[config.mk]
export PLATFORM = sky130hd
export DESIGN_NAME = stat_cnt_bank
export DESIGN_NICKNAME = d
export VERILOG_FILES = /design/src/rtl/stb_pkg.sv /design/src/rtl/stb_ctrl.sv /design/src/rtl/stb_status.sv /design/src/rtl/stb_counter.sv /design/src/rtl/stat_cnt_bank.sv
export SDC_FILE = /design/constraint.sdc
export NUM_CORES = 1
export LEC_CHECK = 0
export ABC_CLOCK_PERIOD_IN_PS = 3300
export BUFFER_PORTS_ARGS = -buffer_cell sky130_fd_sc_hd__buf_2
export CAP_MARGIN = 20
export CORE_MARGIN = 10
export CORE_UTILIZATION = 48
export CTS_BUF_LIST = sky130_fd_sc_hd__clkbuf_8
export DETAILED_ROUTE_END_ITERATION = 10
export GPL_ROUTABILITY_DRIVEN = 0
export MAX_ROUTING_LAYER = met4
export PLACE_DENSITY_LB_ADDON = 0.2
export SYNTH_ARGS = -nofsm -noshare
export SYNTH_HDL_FRONTEND = slang
export SYNTH_SLANG_ARGS = --single-unit
export TNS_END_PERCENT = 20
[constraint.sdc]
create_clock -name clk -period 3.3 [get_ports clk]
set_input_delay 0.825 -clock clk [delete_from_list [all_inputs] [get_ports clk]]
set_output_delay 0.825 -clock clk [all_outputs]
set_load 0.03 [all_outputs]
[src/rtl/stb_pkg.sv]
package stb_pkg;
  localparam int DW        = 16;
  localparam int CTRL_ADDR = 'h001;
  localparam int BANK_BASE = 'h010;

  // Next value of a sticky status word: clear the masked bits, then add new events.
  function automatic logic [DW-1:0] stat_next(logic [DW-1:0] cur,
                                              logic [DW-1:0] evt,
                                              logic [DW-1:0] clr_mask);
    return (cur & ~clr_mask) | evt;
  endfunction

  // Build the control word from the two mode bits.
  function automatic logic [DW-1:0] ctrl_word(logic clr_on_read, logic sat_mode);
    return {clr_on_read, sat_mode, {(DW-2){1'b0}}};
  endfunction
endpackage

[src/rtl/stb_ctrl.sv]
module stb_ctrl (
  input  logic       clk,
  input  logic       rst_n,
  input  logic       wr_en,
  input  logic [1:0] wr_mode,
  output logic       clr_on_read,
  output logic       sat_mode
);
  always_ff @(posedge clk) begin
    if (!rst_n) begin
      clr_on_read <= 1'b1;
      sat_mode    <= 1'b1;
    end else if (wr_en) begin
      clr_on_read <= wr_mode[1];
      sat_mode    <= wr_mode[0];
    end
  end
endmodule

[src/rtl/stb_status.sv]
module stb_status (
  input  logic                  clk,
  input  logic                  rst_n,
  input  logic [stb_pkg::DW-1:0] evt,
  input  logic [stb_pkg::DW-1:0] clr_mask,
  output logic [stb_pkg::DW-1:0] stat_q
);
  always_ff @(posedge clk) begin
    if (!rst_n) stat_q <= '0;
    else        stat_q <= stb_pkg::stat_next(stat_q, evt, clr_mask);
  end
endmodule

[src/rtl/stb_counter.sv]
module stb_counter #(
  parameter int W = 16
) (
  input  logic         clk,
  input  logic         rst_n,
  input  logic         sat_mode,
  input  logic         inc,
  input  logic         rd_clr,
  output logic [W-1:0] cnt_q
);
  localparam logic [W-1:0] TOP = {W{1'b1}};
  localparam logic [W-1:0] ONE = {{(W-1){1'b0}}, 1'b1};

  // One step of the counter under the active overflow mode.
  function automatic logic [W-1:0] bump(logic [W-1:0] v, logic sat);
    if (sat && v == TOP) return v;
    return v + ONE;
  endfunction

  always_ff @(posedge clk) begin
    if (!rst_n)      cnt_q <= '0;
    else if (rd_clr) cnt_q <= inc ? ONE : '0;
    else if (inc)    cnt_q <= bump(cnt_q, sat_mode);
  end
endmodule

[src/rtl/stat_cnt_bank.sv]
module stat_cnt_bank #(
  parameter int N_STAT = 4,
  parameter int N_CNT  = 8,
  parameter int CNT_W  = 16,
  parameter int AW     = 12
) (
  input  logic                        clk,
  input  logic                        rst_n,
  input  logic                        host_wr,
  input  logic                        host_rd,
  input  logic [AW-1:0]               host_addr,
  input  logic [15:0]                 host_wdata,
  output logic [15:0]                 host_rdata,
  output logic                        host_rvalid,
  input  logic [N_STAT*16-1:0]        stat_evt,
  input  logic [N_CNT-1:0]            cnt_inc
);
  import stb_pkg::*;

  localparam int CNT_BASE = BANK_BASE + N_STAT;

  logic              clr_on_read, sat_mode;
  logic              ctrl_hit;
  logic [N_STAT-1:0] rd_stat, wr_stat;
  logic [N_CNT-1:0]  rd_cnt, cnt_rd_clr;
  logic [N_STAT*DW-1:0]   stat_flat;
  logic [N_CNT*CNT_W-1:0] cnt_flat;
  logic [DW-1:0]     rd_val;

  assign ctrl_hit = (host_addr == AW'(CTRL_ADDR));

  stb_ctrl ctrl_i (
    .clk         (clk),
    .rst_n       (rst_n),
    .wr_en       (host_wr && ctrl_hit),
    .wr_mode     (host_wdata[15:14]),
    .clr_on_read (clr_on_read),
    .sat_mode    (sat_mode)
  );

  for (genvar i = 0; i < N_STAT; i++) begin : g_stat
    logic [DW-1:0] clr_mask;
    assign rd_stat[i] = host_rd && (host_addr == AW'(BANK_BASE + i));
    assign wr_stat[i] = host_wr && (host_addr == AW'(BANK_BASE + i));
    assign clr_mask   = clr_on_read ? {DW{rd_stat[i]}}
                                    : (wr_stat[i] ? host_wdata : '0);
    stb_status stat_i (
      .clk      (clk),
      .rst_n    (rst_n),
      .evt      (stat_evt[i*DW +: DW]),
      .clr_mask (clr_mask),
      .stat_q   (stat_flat[i*DW +: DW])
    );
  end

  for (genvar j = 0; j < N_CNT; j++) begin : g_cnt
    assign rd_cnt[j]     = host_rd && (host_addr == AW'(CNT_BASE + j));
    assign cnt_rd_clr[j] = rd_cnt[j] && sat_mode;
    stb_counter #(.W(CNT_W)) cnt_i (
      .clk      (clk),
      .rst_n    (rst_n),
      .sat_mode (sat_mode),
      .inc      (cnt_inc[j]),
      .rd_clr   (cnt_rd_clr[j]),
      .cnt_q    (cnt_flat[j*CNT_W +: CNT_W])
    );
  end

  always_comb begin
    rd_val = '0;
    if (ctrl_hit) rd_val = ctrl_word(clr_on_read, sat_mode);
    for (int i = 0; i < N_STAT; i++)
      if (host_addr == AW'(BANK_BASE + i)) rd_val = stat_flat[i*DW +: DW];
    for (int j = 0; j < N_CNT; j++)
      if (host_addr == AW'(CNT_BASE + j)) rd_val = DW'(cnt_flat[j*CNT_W +: CNT_W]);
  end

  always_ff @(posedge clk) begin
    if (!rst_n) begin
      host_rdata  <= '0;
      host_rvalid <= 1'b0;
    end else begin
      host_rvalid <= host_rd;
      if (host_rd) host_rdata <= rd_val;
    end
  end
endmodule

==> results.txt <==
----------------------------------------------------
[Outcome]
  Outcome ... finished, final reports clean

[Clock network]
  Clk pin slew, worst setup/hold paths ... 0.06 ns
  Clock insertion delay at the later pin of the skew report ... 0.53 ns
  CTS-repair resized insts ... 0
  TritonCTS buffer count ... 37
  Max Buffers Root-to-Sink ... 3
  # H-tree levels ... 2
  Hold-fix buffers at CTS ... 0
  Clock tree from TritonCTS ... done
  Clk root buf ... clkbuf_8
  Post-CTS repair timing setup buffer count ... 0
  Sinks on Clock Net ... 211

[Placed design]
  Number of port buffers ... 120
  Post-DP HPWL ... 28100 um
  Placed cell areas ... 12500 sq um
  Pre-CTS worst setup slack ... 0.283 ns
  Cells after DPL ... 1740

[Pwr]
  Pwr per Cell Area ... 422 nW/um^2
  Leak pwr ... 5.21 nW
  Worst-case vdd ir drop ... 287 uV

[Synthesis]
  Cells after Synth ... 1327
  Net count after synthesis ... 1439
  Yosys warnings ... 0
  Proportion of synthesized chip area in sequential cells ... 36.9%
  Asr flop ratio synth ... 0%
  Top_reg_cell synth ... dfxtp_1
  Mapped Area ... 11500 sq um
  Synth area leaders ... dfxtp_1 (37%), nor2_1 (5.3%), o21a_1 (5.0%), o211a_1 (4.4%), xor2_1 (4.4%)
  Post-synthesis cell type count ... 87
  Cell taking the most area after synthesis ... dfxtp_1
  Synthesis-stage register bit count ... 211
  Post-synth EDFFs ... 0
  Mean instance size in the synthesized netlist ... 8.63 sq um
  Area fraction of the dominant cell type after synthesis ... 36.9%

[Timing]
  Setup repair after global routing missed its margin ... no
  Final worst-path cycle share ... 76.8%
  Max Slew Vio Count ... 0
  Slew margin rel. ... 31.2%
  Transition time of the tightest slew-check pin ... 1.02 ns
  Final sum of negative setup slack ... 0 ns
  Hold Violations, Final ... 0
  Finish-stage setup viols ... 0
  Maximum achievable frequency ... 394 MHz
  Worst Skew ... 0.0246 ns
  Time the final worst path needs with I/O delays and setup ... 2.54 ns
  Setup slack of the critical path after layout ... 0.764 ns

[Detailed routing]
  Number of remaining DRC errors ... 0
  First-pass detailed-route iteration total ... 6
  Routed WL ... 37700 um
  Average via count per standard cell ... 6.05
  WL per Instance ... 20.9 um
  Violation count after the first detailed-routing iteration ... 1198
  Antenna violation net count after detailed routing ... 0
  Via count of the routed design ... 10939

[Floorplan]
  Horizontal die dimension ... 174 um
  Number of primary I/O pins ... 121
  Row cnt ... 56
  Starting utilization of the core area ... 48.8%
  Die outline area ... 30400 sq um
  Height of the chip ... 174 um
  Placeable core region ... 23500 sq um

[Worst hold path]
  Path class of the lowest-slack min-delay path ... flip-flop to flip-flop
  Cell depth of the worst hold path ... 2

[Cells and area]
  Commonest non-fill, non-tap cell in the layout ... dfxtp_1
  Synth-to-Final Area Change ... 15.8%
  Most used cells in the layout excluding fill and tap cells ... dfxtp_1 (211), nor2_1 (162), nand2_1 (126)
  Final core area utilization ... 56.5%
  Final Instance Area ... 13300 sq um
  Fraction of final layout cells sized beyond drive strength 1 ... 17.8%
  Post-layout instance count excluding filler cells ... 1807
  Final Net Count ... 1572

[Worst setup path]
  Cell with the biggest individual delay on the critical path ... nor3_4
  Length in cells of the worst reg-to-reg path ... 6
  Crit-path max FO ... 16
  Worst path buffer plus inverter count ... 1
  Worst path top cell family by delay ... simple AND/OR/NAND/NOR gates
  Endpoint kind of the worst setup timing path ... flip-flop
  Cell depth of the worst setup path ... 7
  Setup crit start kind ... input pin
  Ordered list of cells on the worst path ... buf_2 > nand4bb_1 > nor3_4 > nand2_2 > o21ai_1 > a2111oi_0 > o31a_1
  Class of the most critical setup path ... input pin to flip-flop
  Critical Path Max Stage Delay ... 0.51 ns
  Data arrival at the endpoint of the critical path ... 2.96 ns
  Req. time, crit path ... 3.72 ns

[GRT]
  Total GRT Usage ... 24.5%
  GRT overflow ... 0
  Number of antenna violations at the first check in global routing ... 2
  Global-route wire length before repair ... 58800 um
  Largest net degree at the start of global routing ... 59
  Vias in the first global route ... 10501

[Job]
  Number of maximum-capacitance violations ... 0

----------------------------------------------------
==> routing by layer <==
metal  track usage [%]  up-vias  share of wire (%)
li1                  -     5175                  -
met1              32.6     5176                 45
met2              37.2      489                 44
met3              3.81       99                7.2
met4              8.05        0                3.2
met5                 -        -                  0
==> metrics by stage <==
step,hold WS [ns],power [mW]
after floorplan,0.448,3.04
after global routing,0.495,5.79
after detailed placement,0.485,3.25
final,0.496,5.59
after CTS,0.484,5.62
after global placement,0.486,3.24
==> cells in the mapped netlist, drive strengths merged (11+ instances only) <==
master    n
a21oi    52
a221oi   13
a31oi    22
and2     11
and3     22
and4     16
buf      21
clkbuf   50
dfxtp   211
inv      16
mux2i    19
mux4     15
nand2   127
nand3    44
nand4    38
nor2    164
nor2b    11
nor3     23
o211a    50
o211ai   14
o21a     76
o21ai    53
xnor2    41
xor2     57
==> kinds of logic after synthesis <==
| logic type | synth area share, % |
|---|---|
| DFF | 36.9 |
| xor gates and xnor gates | 7.49 |
| AOI/OAI and AO/OA | 24.4 |
| adders and majority gates | 0.874 |
| and+or+nand+nor | 21.9 |
| muxes | 5.30 |
| buffers and inverters | 3.18 |
==> final timing paths <==
| check | slack [ns] | to | from |
|---|---|---|---|
| worst max-delay path | 0.76 | host_rdata[14] | host_addr[2] |
| worst min register to register | 0.50 | host_rdata[8] | host_rdata[8] |
| worst min-delay path | 0.50 | host_rdata[8] | host_rdata[8] |
| worst max register to register | 0.84 | g_cnt[1].cnt_i.cnt_q[4] | g_cnt[1].cnt_i.cnt_q[5] |
==> worst reg2reg max path, cell delays in order (launching register included) <==
cell and delay (ns):
dfxtp_1 0.46, and3_1 0.26, nand4_1 0.30, o311ai_1 0.96, nor2_1 0.12, xnor2_1 0.18
nor2_1 0.05
==> registers in the layout (all words and copies together) (netlist names) <==
register	count
g_stat.stat_i.stat_q	64
ctrl_i.sat_mode	1
host_rvalid	1
ctrl_i.clr_on_read	1
host_rdata	16
g_cnt.cnt_i.cnt_q	128
==> final cells by class <==
type | count | area [sq um]
fillers | 2183 | 10200
clock buffers | 48 | 661
flip-flops and latches | 211 | 4220
diodes | 2 | 5.00
repair buffers | 165 | 953
multi-input cells | 1027 | 6870
inverters | 18 | 67.6
clock inverters | 17 | 76.3
well taps | 319 | 399
==> where the power goes <==
group | internal, mW | total (mW) | switching (mW)
logic | 0.225 | 0.519 | 0.293
registers | 2.62 | 2.69 | 0.0616
clock network | 1.30 | 2.39 | 1.09
total | 4.15 | 5.59 | 1.44
No activity file was read; power rests on OpenSTA's default activity.
